**src/rtl/ilv_pkg.sv**
```systemverilog
package ilv_pkg;

  typedef enum logic [1:0] {
    FILL_IDLE = 2'd0,
    FILL_ADDR = 2'd1,
    FILL_RUN  = 2'd2
  } fill_state_e;

  // Multiplier that gives every word address a distinct read value
  localparam logic [63:0] WORD_MIX = 64'h0000_0000_9E37_79B1;

  function automatic logic [63:0] word_value(input logic [31:0] waddr);
    return {32'd0, waddr} * WORD_MIX;
  endfunction

endpackage

```
**src/rtl/ilv_bank.sv**
```systemverilog
// One memory bank model with a fixed access time and a one-word output slot.
module ilv_bank
  import ilv_pkg::*;
#(
  parameter int ADDR_W    = 12,
  parameter int DATA_W    = 32,
  parameter int NUM_BANKS = 4,
  parameter int BANK_IDX  = 0,
  parameter int ACC_CYC   = 24,
  parameter int ROW_W     = ADDR_W - $clog2(NUM_BANKS)
) (
  input  logic              clk,
  input  logic              rst,
  input  logic              start,
  input  logic [ROW_W-1:0]  row,
  input  logic              take,
  output logic              busy,
  output logic              rdy,
  output logic [DATA_W-1:0] data
);

  localparam int BANK_W = $clog2(NUM_BANKS);
  localparam int CNT_W  = $clog2(ACC_CYC + 1);
  localparam logic [BANK_W-1:0] IDX = BANK_W'(BANK_IDX);

  logic [CNT_W-1:0]  cnt_q;
  logic [ROW_W-1:0]  row_q;
  logic              rdy_q;
  logic [DATA_W-1:0] data_q;
  logic [ADDR_W-1:0] gaddr;

  assign gaddr = {row_q, IDX};

  always_ff @(posedge clk) begin
    if (rst) begin
      cnt_q  <= '0;
      row_q  <= '0;
      rdy_q  <= 1'b0;
      data_q <= '0;
    end else begin
      if (start) begin
        cnt_q <= CNT_W'(ACC_CYC);
        row_q <= row;
      end else if (cnt_q != '0) begin
        cnt_q <= cnt_q - 1'b1;
      end
      if (cnt_q == CNT_W'(1)) begin
        rdy_q  <= 1'b1;
        data_q <= DATA_W'(word_value(32'(gaddr)));
      end else if (take) begin
        rdy_q <= 1'b0;
      end
    end
  end

  assign busy = (cnt_q != '0);
  assign rdy  = rdy_q;
  assign data = data_q;

endmodule

```
**src/rtl/ilv_issue.sv**
```systemverilog
// Per-bank issue logic: each bank walks its own words of the fill in order.
module ilv_issue #(
  parameter int NUM_BANKS = 4,
  parameter int ADDR_W    = 12,
  parameter int LEN_W     = 4,
  parameter int ROW_W     = ADDR_W - $clog2(NUM_BANKS)
) (
  input  logic                            clk,
  input  logic                            rst,
  input  logic                            load,
  input  logic                            en,
  input  logic [ADDR_W-1:0]               base,
  input  logic [LEN_W-1:0]                last_idx,
  input  logic [NUM_BANKS-1:0]            bank_busy,
  input  logic [NUM_BANKS-1:0]            bank_rdy,
  input  logic [NUM_BANKS-1:0]            bank_take,
  output logic [NUM_BANKS-1:0]            start,
  output logic [NUM_BANKS-1:0][ROW_W-1:0] row
);

  localparam int BANK_W = $clog2(NUM_BANKS);
  localparam int IDX_W  = LEN_W + 2;

  for (genvar b = 0; b < NUM_BANKS; b++) begin : g_lane
    logic [IDX_W-1:0]  rnd_q;
    logic [BANK_W-1:0] lane;
    logic [IDX_W-1:0]  widx;
    logic [ADDR_W-1:0] gaddr;
    logic              pending;
    logic              free;

    assign lane    = BANK_W'(b) - base[BANK_W-1:0];
    assign widx    = (rnd_q << BANK_W) | IDX_W'(lane);
    assign gaddr   = base + ADDR_W'(widx);
    assign pending = (widx <= IDX_W'(last_idx));
    assign free    = !bank_busy[b] && (!bank_rdy[b] || bank_take[b]);
    assign start[b] = en && pending && free;
    assign row[b]   = gaddr[ADDR_W-1:BANK_W];

    always_ff @(posedge clk) begin
      if (rst || load) begin
        rnd_q <= '0;
      end else if (start[b]) begin
        rnd_q <= rnd_q + 1'b1;
      end
    end
  end

endmodule

```
**src/rtl/ilv_return.sv**
```systemverilog
// In-order return engine: moves words from the banks to the response bus.
module ilv_return #(
  parameter int NUM_BANKS = 4,
  parameter int DATA_W    = 32,
  parameter int LEN_W     = 4,
  parameter int XFER_CYC  = 4
) (
  input  logic                             clk,
  input  logic                             rst,
  input  logic                             load,
  input  logic                             active,
  input  logic [$clog2(NUM_BANKS)-1:0]     first_bank,
  input  logic [LEN_W-1:0]                 last_idx,
  input  logic [NUM_BANKS-1:0]             bank_rdy,
  input  logic [NUM_BANKS-1:0][DATA_W-1:0] bank_data,
  output logic [NUM_BANKS-1:0]             take,
  output logic                             rsp_valid,
  output logic [DATA_W-1:0]                rsp_data,
  output logic                             rsp_last
);

  localparam int BANK_W = $clog2(NUM_BANKS);
  localparam int IDX_W  = LEN_W + 1;
  localparam int TC_W   = $clog2(XFER_CYC + 1);

  logic [IDX_W-1:0]  widx_q;
  logic [TC_W-1:0]   tcnt_q;
  logic [TC_W-1:0]   tcnt_d;
  logic [BANK_W-1:0] cur_bank;
  logic              more;
  logic              go;
  logic              valid_q;
  logic              last_q;
  logic [DATA_W-1:0] data_q;

  assign cur_bank = first_bank + widx_q[BANK_W-1:0];
  assign more     = (widx_q <= IDX_W'(last_idx));
  assign go       = active && more && (tcnt_q == '0) && bank_rdy[cur_bank];

  always_comb begin
    take = '0;
    if (go) take[cur_bank] = 1'b1;
    if (go)                 tcnt_d = TC_W'(XFER_CYC - 1);
    else if (tcnt_q != '0)  tcnt_d = tcnt_q - 1'b1;
    else                    tcnt_d = '0;
  end

  always_ff @(posedge clk) begin
    if (rst) begin
      data_q <= '0;
    end else if (go) begin
      data_q <= bank_data[cur_bank];
    end
  end

  always_ff @(posedge clk) begin
    if (rst || load) begin
      widx_q  <= '0;
      tcnt_q  <= '0;
      valid_q <= 1'b0;
      last_q  <= 1'b0;
    end else begin
      tcnt_q  <= tcnt_d;
      valid_q <= (tcnt_d == TC_W'(1));
      last_q  <= (tcnt_d == TC_W'(1)) && (widx_q == IDX_W'(last_idx));
      if (tcnt_q == TC_W'(1)) widx_q <= widx_q + 1'b1;
    end
  end

  assign rsp_valid = valid_q;
  assign rsp_data  = data_q;
  assign rsp_last  = last_q;

endmodule

```
**src/rtl/ilv_fill_ctrl.sv**
```systemverilog
// Top: request capture, address phase and fill sequencing over the bank array.
module ilv_fill_ctrl
  import ilv_pkg::*;
#(
  parameter int ADDR_W    = 12,
  parameter int DATA_W    = 32,
  parameter int LEN_W     = 4,
  parameter int NUM_BANKS = 4,
  parameter int ADDR_CYC  = 4,
  parameter int ACC_CYC   = 24,
  parameter int XFER_CYC  = 4
) (
  input  logic              clk,
  input  logic              rst,
  input  logic              req_valid,
  output logic              req_ready,
  input  logic [ADDR_W-1:0] req_addr,
  input  logic [LEN_W-1:0]  req_len,
  output logic              rsp_valid,
  output logic [DATA_W-1:0] rsp_data,
  output logic              rsp_done
);

  localparam int BANK_W = $clog2(NUM_BANKS);
  localparam int ROW_W  = ADDR_W - BANK_W;
  localparam int AC_W   = $clog2(ADDR_CYC + 1);

  fill_state_e       state_q;
  logic [AC_W-1:0]   acnt_q;
  logic [ADDR_W-1:0] base_q;
  logic [LEN_W-1:0]  len_q;
  logic              ready_q;
  logic              done_q;
  logic              accept;
  logic              issue_en;
  logic              active;
  logic              rsp_last;

  logic [NUM_BANKS-1:0]             bank_start;
  logic [NUM_BANKS-1:0]             bank_busy;
  logic [NUM_BANKS-1:0]             bank_rdy;
  logic [NUM_BANKS-1:0]             bank_take;
  logic [NUM_BANKS-1:0][ROW_W-1:0]  bank_row;
  logic [NUM_BANKS-1:0][DATA_W-1:0] bank_data;

  assign accept   = req_valid && ready_q;
  assign issue_en = (state_q == FILL_RUN) ||
                    ((state_q == FILL_ADDR) && (acnt_q == AC_W'(1)));
  assign active   = (state_q != FILL_IDLE);

  always_ff @(posedge clk) begin
    if (rst) begin
      state_q <= FILL_IDLE;
      acnt_q  <= '0;
      base_q  <= '0;
      len_q   <= '0;
      ready_q <= 1'b1;
      done_q  <= 1'b0;
    end else begin
      done_q <= 1'b0;
      case (state_q)
        FILL_IDLE: begin
          if (accept) begin
            state_q <= FILL_ADDR;
            acnt_q  <= AC_W'(ADDR_CYC - 1);
            base_q  <= req_addr;
            len_q   <= req_len;
            ready_q <= 1'b0;
          end
        end
        FILL_ADDR: begin
          acnt_q <= acnt_q - 1'b1;
          if (acnt_q == AC_W'(1)) state_q <= FILL_RUN;
        end
        FILL_RUN: begin
          if (rsp_valid && rsp_last) begin
            state_q <= FILL_IDLE;
            ready_q <= 1'b1;
            done_q  <= 1'b1;
          end
        end
        default: state_q <= FILL_IDLE;
      endcase
    end
  end

  ilv_issue #(
    .NUM_BANKS(NUM_BANKS),
    .ADDR_W   (ADDR_W),
    .LEN_W    (LEN_W),
    .ROW_W    (ROW_W)
  ) u_issue (
    .clk      (clk),
    .rst      (rst),
    .load     (accept),
    .en       (issue_en),
    .base     (base_q),
    .last_idx (len_q),
    .bank_busy(bank_busy),
    .bank_rdy (bank_rdy),
    .bank_take(bank_take),
    .start    (bank_start),
    .row      (bank_row)
  );

  for (genvar b = 0; b < NUM_BANKS; b++) begin : g_bank
    ilv_bank #(
      .ADDR_W   (ADDR_W),
      .DATA_W   (DATA_W),
      .NUM_BANKS(NUM_BANKS),
      .BANK_IDX (b),
      .ACC_CYC  (ACC_CYC),
      .ROW_W    (ROW_W)
    ) u_bank (
      .clk  (clk),
      .rst  (rst),
      .start(bank_start[b]),
      .row  (bank_row[b]),
      .take (bank_take[b]),
      .busy (bank_busy[b]),
      .rdy  (bank_rdy[b]),
      .data (bank_data[b])
    );
  end

  ilv_return #(
    .NUM_BANKS(NUM_BANKS),
    .DATA_W   (DATA_W),
    .LEN_W    (LEN_W),
    .XFER_CYC (XFER_CYC)
  ) u_return (
    .clk       (clk),
    .rst       (rst),
    .load      (accept),
    .active    (active),
    .first_bank(base_q[BANK_W-1:0]),
    .last_idx  (len_q),
    .bank_rdy  (bank_rdy),
    .bank_data (bank_data),
    .take      (bank_take),
    .rsp_valid (rsp_valid),
    .rsp_data  (rsp_data),
    .rsp_last  (rsp_last)
  );

  assign req_ready = ready_q;
  assign rsp_done  = done_q;

endmodule

```
**config.mk**
```make
export PLATFORM = sky130hd
export DESIGN_NAME = ilv_fill_ctrl
export DESIGN_NICKNAME = d
export VERILOG_FILES = /design/src/rtl/ilv_pkg.sv /design/src/rtl/ilv_bank.sv /design/src/rtl/ilv_issue.sv /design/src/rtl/ilv_return.sv /design/src/rtl/ilv_fill_ctrl.sv
export SDC_FILE = /design/constraint.sdc
export NUM_CORES = 2
export LEC_CHECK = 0
export ABC_AREA = 1
export BUFFER_PORTS_ARGS = -buffer_cell sky130_fd_sc_hd__buf_4
export CORE_MARGIN = 4
export CORE_UTILIZATION = 36
export DETAILED_ROUTE_END_ITERATION = 7
export HOLD_SLACK_MARGIN = 0.02
export PLACE_DENSITY = 0.59
export SLEW_MARGIN = 15
export SYNTH_ARGS = -nofsm -noshare
export SYNTH_HDL_FRONTEND = slang
export SYNTH_SLANG_ARGS = --single-unit
export TNS_END_PERCENT = 100
```
**constraint.sdc**
```tcl
create_clock -name clk -period 6.6 [get_ports clk]
set_input_delay 0.66 -clock clk [delete_from_list [all_inputs] [get_ports clk]]
set_output_delay 0.66 -clock clk [all_outputs]
set_load 0.02 [all_outputs]
```
==> results_tabular.tex <==
\begin{tabular}{lr}
\hline
Metric & Value \\
\hline
\multicolumn{2}{l}{\textbf{STA}} \\
\quad Worst clock skew & 0.02692 ns \\
\quad Maximum clock rate & between 150 and 200 MHz \\
\quad Worst-margin pin slew & 1.087 ns \\
\quad Final Hold Vio Count & 0 \\
\quad Part of the cycle the worst path needs & 78.97\% \\
\quad Time the worst path needs with I/O delays and setup & 5.212 ns \\
\quad Normalized max-slew margin & a little over a quarter \\
\quad Slew Limit Fails & 0 \\
\quad Aggregate negative setup slack & 0 ns \\
\quad Fin worst setup slack & 1.388 ns \\
\quad Setup repair after global routing missed its margin & false \\
\quad Setup-failing EPs final & 0 \\
\multicolumn{2}{l}{\textbf{Global routing}} \\
\quad Pin count of the biggest net entering global routing & 78 \\
\quad Wire length of the first global-routing pass & 142,000 um \\
\quad Initial antenna violation count & 1 \\
\quad Remaining global-route overflow & 0 \\
\quad Global-route usage over all layers & between 15 and 20\% \\
\quad Via count of the first global-routing pass & 25,290 \\
\multicolumn{2}{l}{\textbf{Placement}} \\
\quad Number of buffers added on ports & 53 \\
\quad Total half-perimeter wirelength after legalization and detailed placement & $\sim$75,000 um \\
\quad Worst slack after detailed placement & roughly 1.4 ns \\
\quad Gpl congestion & 0.9490 \\
\multicolumn{2}{l}{\textbf{Setup path}} \\
\quad Reg-to-reg setup timing slack & 1.39 ns \\
\quad Worst-path maximum fanout & 7 \\
\quad Data required time of the critical path & just over 7 ns \\
\quad Worst path arrival time & 5.66 ns \\
\quad Startpoint Class & flop \\
\quad Critical path start-end classification & reg2reg \\
\quad Kind of end point of the critical path & flop \\
\multicolumn{2}{l}{\textbf{Floorplanning}} \\
\quad Die footprint & 90,720 um2 \\
\quad \# IOs & 54 \\
\quad Floorplan die width & between 300 and 400 um \\
\quad Num rows & 107 \\
\quad Height of the chip & 301.2 um \\
\quad Starting density of the core & 36.29\% \\
\quad Core Box Area & 85,280 um2 \\
\multicolumn{2}{l}{\textbf{Clocking}} \\
\quad Reg clk slew, reported paths & 0.06 ns \\
\quad Root buffer selected by CTS & sky130\_fd\_sc\_hd\_\_clkbuf\_16 \\
\quad H-tree Lvls & 2 \\
\quad Total CTS buffers & 34 \\
\quad Resize count post-CTS & 0 \\
\quad Hold buffer count at cts & 0 \\
\quad Clock tree from TritonCTS & yes \\
\quad TritonCTS Sinks & between 200 and 300 \\
\quad Clock Tree Buf Depth & 3 \\
\quad Skew-Pair Late Insertion Delay & 0.56 ns \\
\quad Total setup buffers inserted after CTS & 0 \\
\multicolumn{2}{l}{\textbf{Final layout}} \\
\quad Nets & 4,910 \\
\quad Number of inserted diodes & 0 \\
\quad Final-layout fill cell count & 8,939 \\
\quad Area grow syn2layout & 8.952\% \\
\quad Layout cells sized above 1 & 3.981\% \\
\multicolumn{2}{l}{\textbf{Synthesis}} \\
\quad Area of the mapped netlist & 30,950 um2 \\
\quad Synthesis Warnings & 0 \\
\quad Biggest area consumer among synthesized cells & sky130\_fd\_sc\_hd\_\_fa\_1 \\
\quad Post-synth cell types & 47 \\
\quad Ys async rst share & 0\% \\
\quad Mean Syn Cell Area & 7.471 um2 \\
\quad Biggest area contributors in the synthesized netlist & sky130\_fd\_sc\_hd\_\_fa\_1 (22\%), sky130\_fd\_sc\_hd\_\_dfxtp\_1 (17\%), sky130\_fd\_sc\_hd\_\_ha\_1 (15\%), sky130\_fd\_sc\_hd\_\_inv\_1 (12\%), sky130\_fd\_sc\_hd\_\_nand2\_1 (8.1\%) \\
\quad Number of enable flip-flop cells after synthesis & 0 \\
\quad Area share of the leading cell type in the synthesized netlist & 21.80\% \\
\quad Fraction of the yosys area taken by sequential cells & between 10\% and 20\% \\
\quad Number of nets in the synthesized netlist & $\sim$4,900 \\
\quad Most instantiated flip-flop cell in the synthesis netlist & sky130\_fd\_sc\_hd\_\_dfxtp\_1 \\
\quad Number of storage elements in the synthesis netlist & 268 \\
\quad Count of mapped cells out of synthesis & 4,142 \\
\multicolumn{2}{l}{\textbf{Route}} \\
\quad Number of optimization iterations in the first detailed-route pass & 5 \\
\quad Detailed-route DRC error count & 0 \\
\quad Total detailed-routing wirelength & 90,130 um \\
\quad Number of DRC violations after detailed-routing iteration 0 & 1,553 \\
\quad Via count of the routed design & 25,690 \\
\quad Final ANT Viol Nets & 0 \\
\quad Routed len/inst & roughly 17 um \\
\quad Per-cell via count in the routed design & 4.812 \\
\multicolumn{2}{l}{\textbf{Min path}} \\
\quad Kind of path behind the tightest hold check & in2reg \\
\multicolumn{2}{l}{\textbf{Flow run}} \\
\quad Max-capacitance violation count & 0 \\
\multicolumn{2}{l}{\textbf{Pwr}} \\
\quad Power density over the cells & about 230 nW/um2 \\
\quad Leakage & 0.01772 uW \\
\quad Worst supply voltage drop on vdd & approximately 0.16 mV \\
\multicolumn{2}{l}{\textbf{Status}} \\
\quad Run status & complete, no violations \\
\hline
\end{tabular}
## worst max-delay path, cell delays in order, from the launching register on
cell and delay, ns:
sky130_fd_sc_hd__dfxtp_1 0.56, sky130_fd_sc_hd__inv_1 0.19, sky130_fd_sc_hd__fa_1 0.66, sky130_fd_sc_hd__inv_1 0.09, sky130_fd_sc_hd__ha_1 0.19, sky130_fd_sc_hd__or2_2 0.31, sky130_fd_sc_hd__fa_1 0.49, sky130_fd_sc_hd__fa_1 0.54
sky130_fd_sc_hd__inv_1 0.05, sky130_fd_sc_hd__fa_1 0.52, sky130_fd_sc_hd__inv_1 0.04, sky130_fd_sc_hd__ha_1 0.37, sky130_fd_sc_hd__nand2_1 0.14, sky130_fd_sc_hd__nor2_1 0.14, sky130_fd_sc_hd__inv_1 0.08, sky130_fd_sc_hd__nor2_1 0.19
sky130_fd_sc_hd__nand3_1 0.16, sky130_fd_sc_hd__nand4_1 0.12, sky130_fd_sc_hd__nand3_1 0.10, sky130_fd_sc_hd__nand2_1 0.09, sky130_fd_sc_hd__inv_1 0.04
## flip-flops by register name, summed over array words and instances (netlist names)
name	flops
acnt_q	3
base_q	12
g_bank.u_bank.cnt_q	20
g_bank.u_bank.data	123
g_bank.u_bank.rdy	4
g_bank.u_bank.row_q	40
len_q	4
req_ready	1
rsp_done	1
state_q	2
u_issue.g_lane.rnd_q	16
u_return.rsp_data	32
u_return.rsp_last	1
u_return.rsp_valid	1
u_return.tcnt_q	3
u_return.widx_q	5
## routing by layer
metal	vias up	GRT usage, %	routed length, um
li1	12930	-	-
met1	12000	27.95	42330
met2	655	31.33	39320
met3	106	4.427	6495
met4	0	4.379	1980
met5	-	0	0
## cell families after synthesis
group	count (synthesis)	synth area share [%]
AND/OR/NAND/NOR	1321	18.14
adder cells (fa/ha/maj)	719	37.25
XOR/XNOR	103	2.915
buffers and inverters	1090	13.31
AO/OA/AOI/OAI	639	10.98
flip-flops	268	17.34
multiplexers	2	0.07277
## where the power goes
group          leakage, uW  internal, uW  total [uW]  switching (uW)
clock             0.000541          1110        1910             806
combinational       0.0150          1220        3660            2440
sequential         0.00218          1990        2240             245
## cells in the final DEF (no fill, tap or decap), types with 4 or more instances in the layout
cell | synthesis | routed
sky130_fd_sc_hd__clkbuf_16 | 0 | 34
sky130_fd_sc_hd__o21ai_1 | 4 | 4
sky130_fd_sc_hd__ha_1 | 382 | 382
sky130_fd_sc_hd__nand2_4 | 4 | 4
sky130_fd_sc_hd__o211ai_1 | 11 | 11
sky130_fd_sc_hd__nor3_1 | 57 | 57
sky130_fd_sc_hd__fa_1 | 337 | 337
sky130_fd_sc_hd__nand2_1 | 664 | 664
sky130_fd_sc_hd__xnor2_1 | 31 | 31
sky130_fd_sc_hd__a21o_1 | 15 | 15
sky130_fd_sc_hd__nand3b_1 | 9 | 9
sky130_fd_sc_hd__o21a_1 | 11 | 11
sky130_fd_sc_hd__nand3_1 | 187 | 186
sky130_fd_sc_hd__and3_1 | 7 | 7
sky130_fd_sc_hd__a21oi_1 | 263 | 262
sky130_fd_sc_hd__o21bai_1 | 16 | 16
sky130_fd_sc_hd__clkbuf_1 | 57 | 4
sky130_fd_sc_hd__nor3b_1 | 5 | 5
sky130_fd_sc_hd__dfxtp_1 | 268 | 268
sky130_fd_sc_hd__or2_2 | 8 | 8
sky130_fd_sc_hd__inv_1 | 1007 | 1006
sky130_fd_sc_hd__nand4_1 | 52 | 52
sky130_fd_sc_hd__o21ai_0 | 304 | 304
sky130_fd_sc_hd__clkinv_2 | 0 | 5
sky130_fd_sc_hd__xor2_1 | 72 | 72
sky130_fd_sc_hd__clkinvlp_4 | 0 | 4
sky130_fd_sc_hd__inv_2 | 6 | 6
sky130_fd_sc_hd__nand2_2 | 9 | 9
sky130_fd_sc_hd__buf_4 | 0 | 68
sky130_fd_sc_hd__nor2_1 | 308 | 308
## cell usage after synthesis (7+ instances only)
cell type	number
sky130_fd_sc_hd__clkbuf_1	57
sky130_fd_sc_hd__inv_1	1007
sky130_fd_sc_hd__o21a_1	11
sky130_fd_sc_hd__a21o_1	15
sky130_fd_sc_hd__o21bai_1	16
sky130_fd_sc_hd__buf_2	9
sky130_fd_sc_hd__fa_1	337
sky130_fd_sc_hd__xor2_1	72
sky130_fd_sc_hd__nor3_1	57
sky130_fd_sc_hd__and3_1	7
sky130_fd_sc_hd__ha_1	382
sky130_fd_sc_hd__xnor2_1	31
sky130_fd_sc_hd__dfxtp_1	268
sky130_fd_sc_hd__nand2_1	664
sky130_fd_sc_hd__a21oi_1	263
sky130_fd_sc_hd__nand3_1	187
sky130_fd_sc_hd__or2_2	8
sky130_fd_sc_hd__nand3b_1	9
sky130_fd_sc_hd__o211ai_1	11
sky130_fd_sc_hd__nand2_2	9
sky130_fd_sc_hd__nand4_1	52
sky130_fd_sc_hd__nor2_1	308
sky130_fd_sc_hd__o21ai_0	304
## through the flow
step,instances,hold WS [ns],instance area (um2),util (%),power [uW]
final,5339,0.3604,33720,39.54,7809
after global routing,5339,0.3751,33720,39.54,8505
after CTS,5339,0.3361,33720,39.54,7857
after detailed placement,5280,0.4395,32600,38.22,5911
after global placement,5280,0.4342,32600,38.22,5885
after floorplan,4142,0.4245,30950,-,4800
## worst paths after layout
path	from	endpoint	cells after the start
hold / removal	req_len[0]	len_q[0]	3
setup / recovery	g_bank[2].u_bank.row_q[4]	g_bank[2].u_bank.data[24]	20
hold reg to reg	g_bank[3].u_bank.data[6]	g_bank[3].u_bank.data[6]	2
setup reg to reg	g_bank[2].u_bank.row_q[4]	g_bank[2].u_bank.data[24]	20
## final cells by class
type,count,area (um2),share of cell area (%)
clock inverters,19,227.7,0.6754
flip-flops and latches,268,5365,15.91
multi-input cells,2784,21470,63.68
clock buffers,40,893.4,2.650
well taps,1144,1431,4.245
inverters,1016,3816,11.32
repair buffers,68,510.5,1.514
No activity file was read; power rests on OpenSTA's default activity.
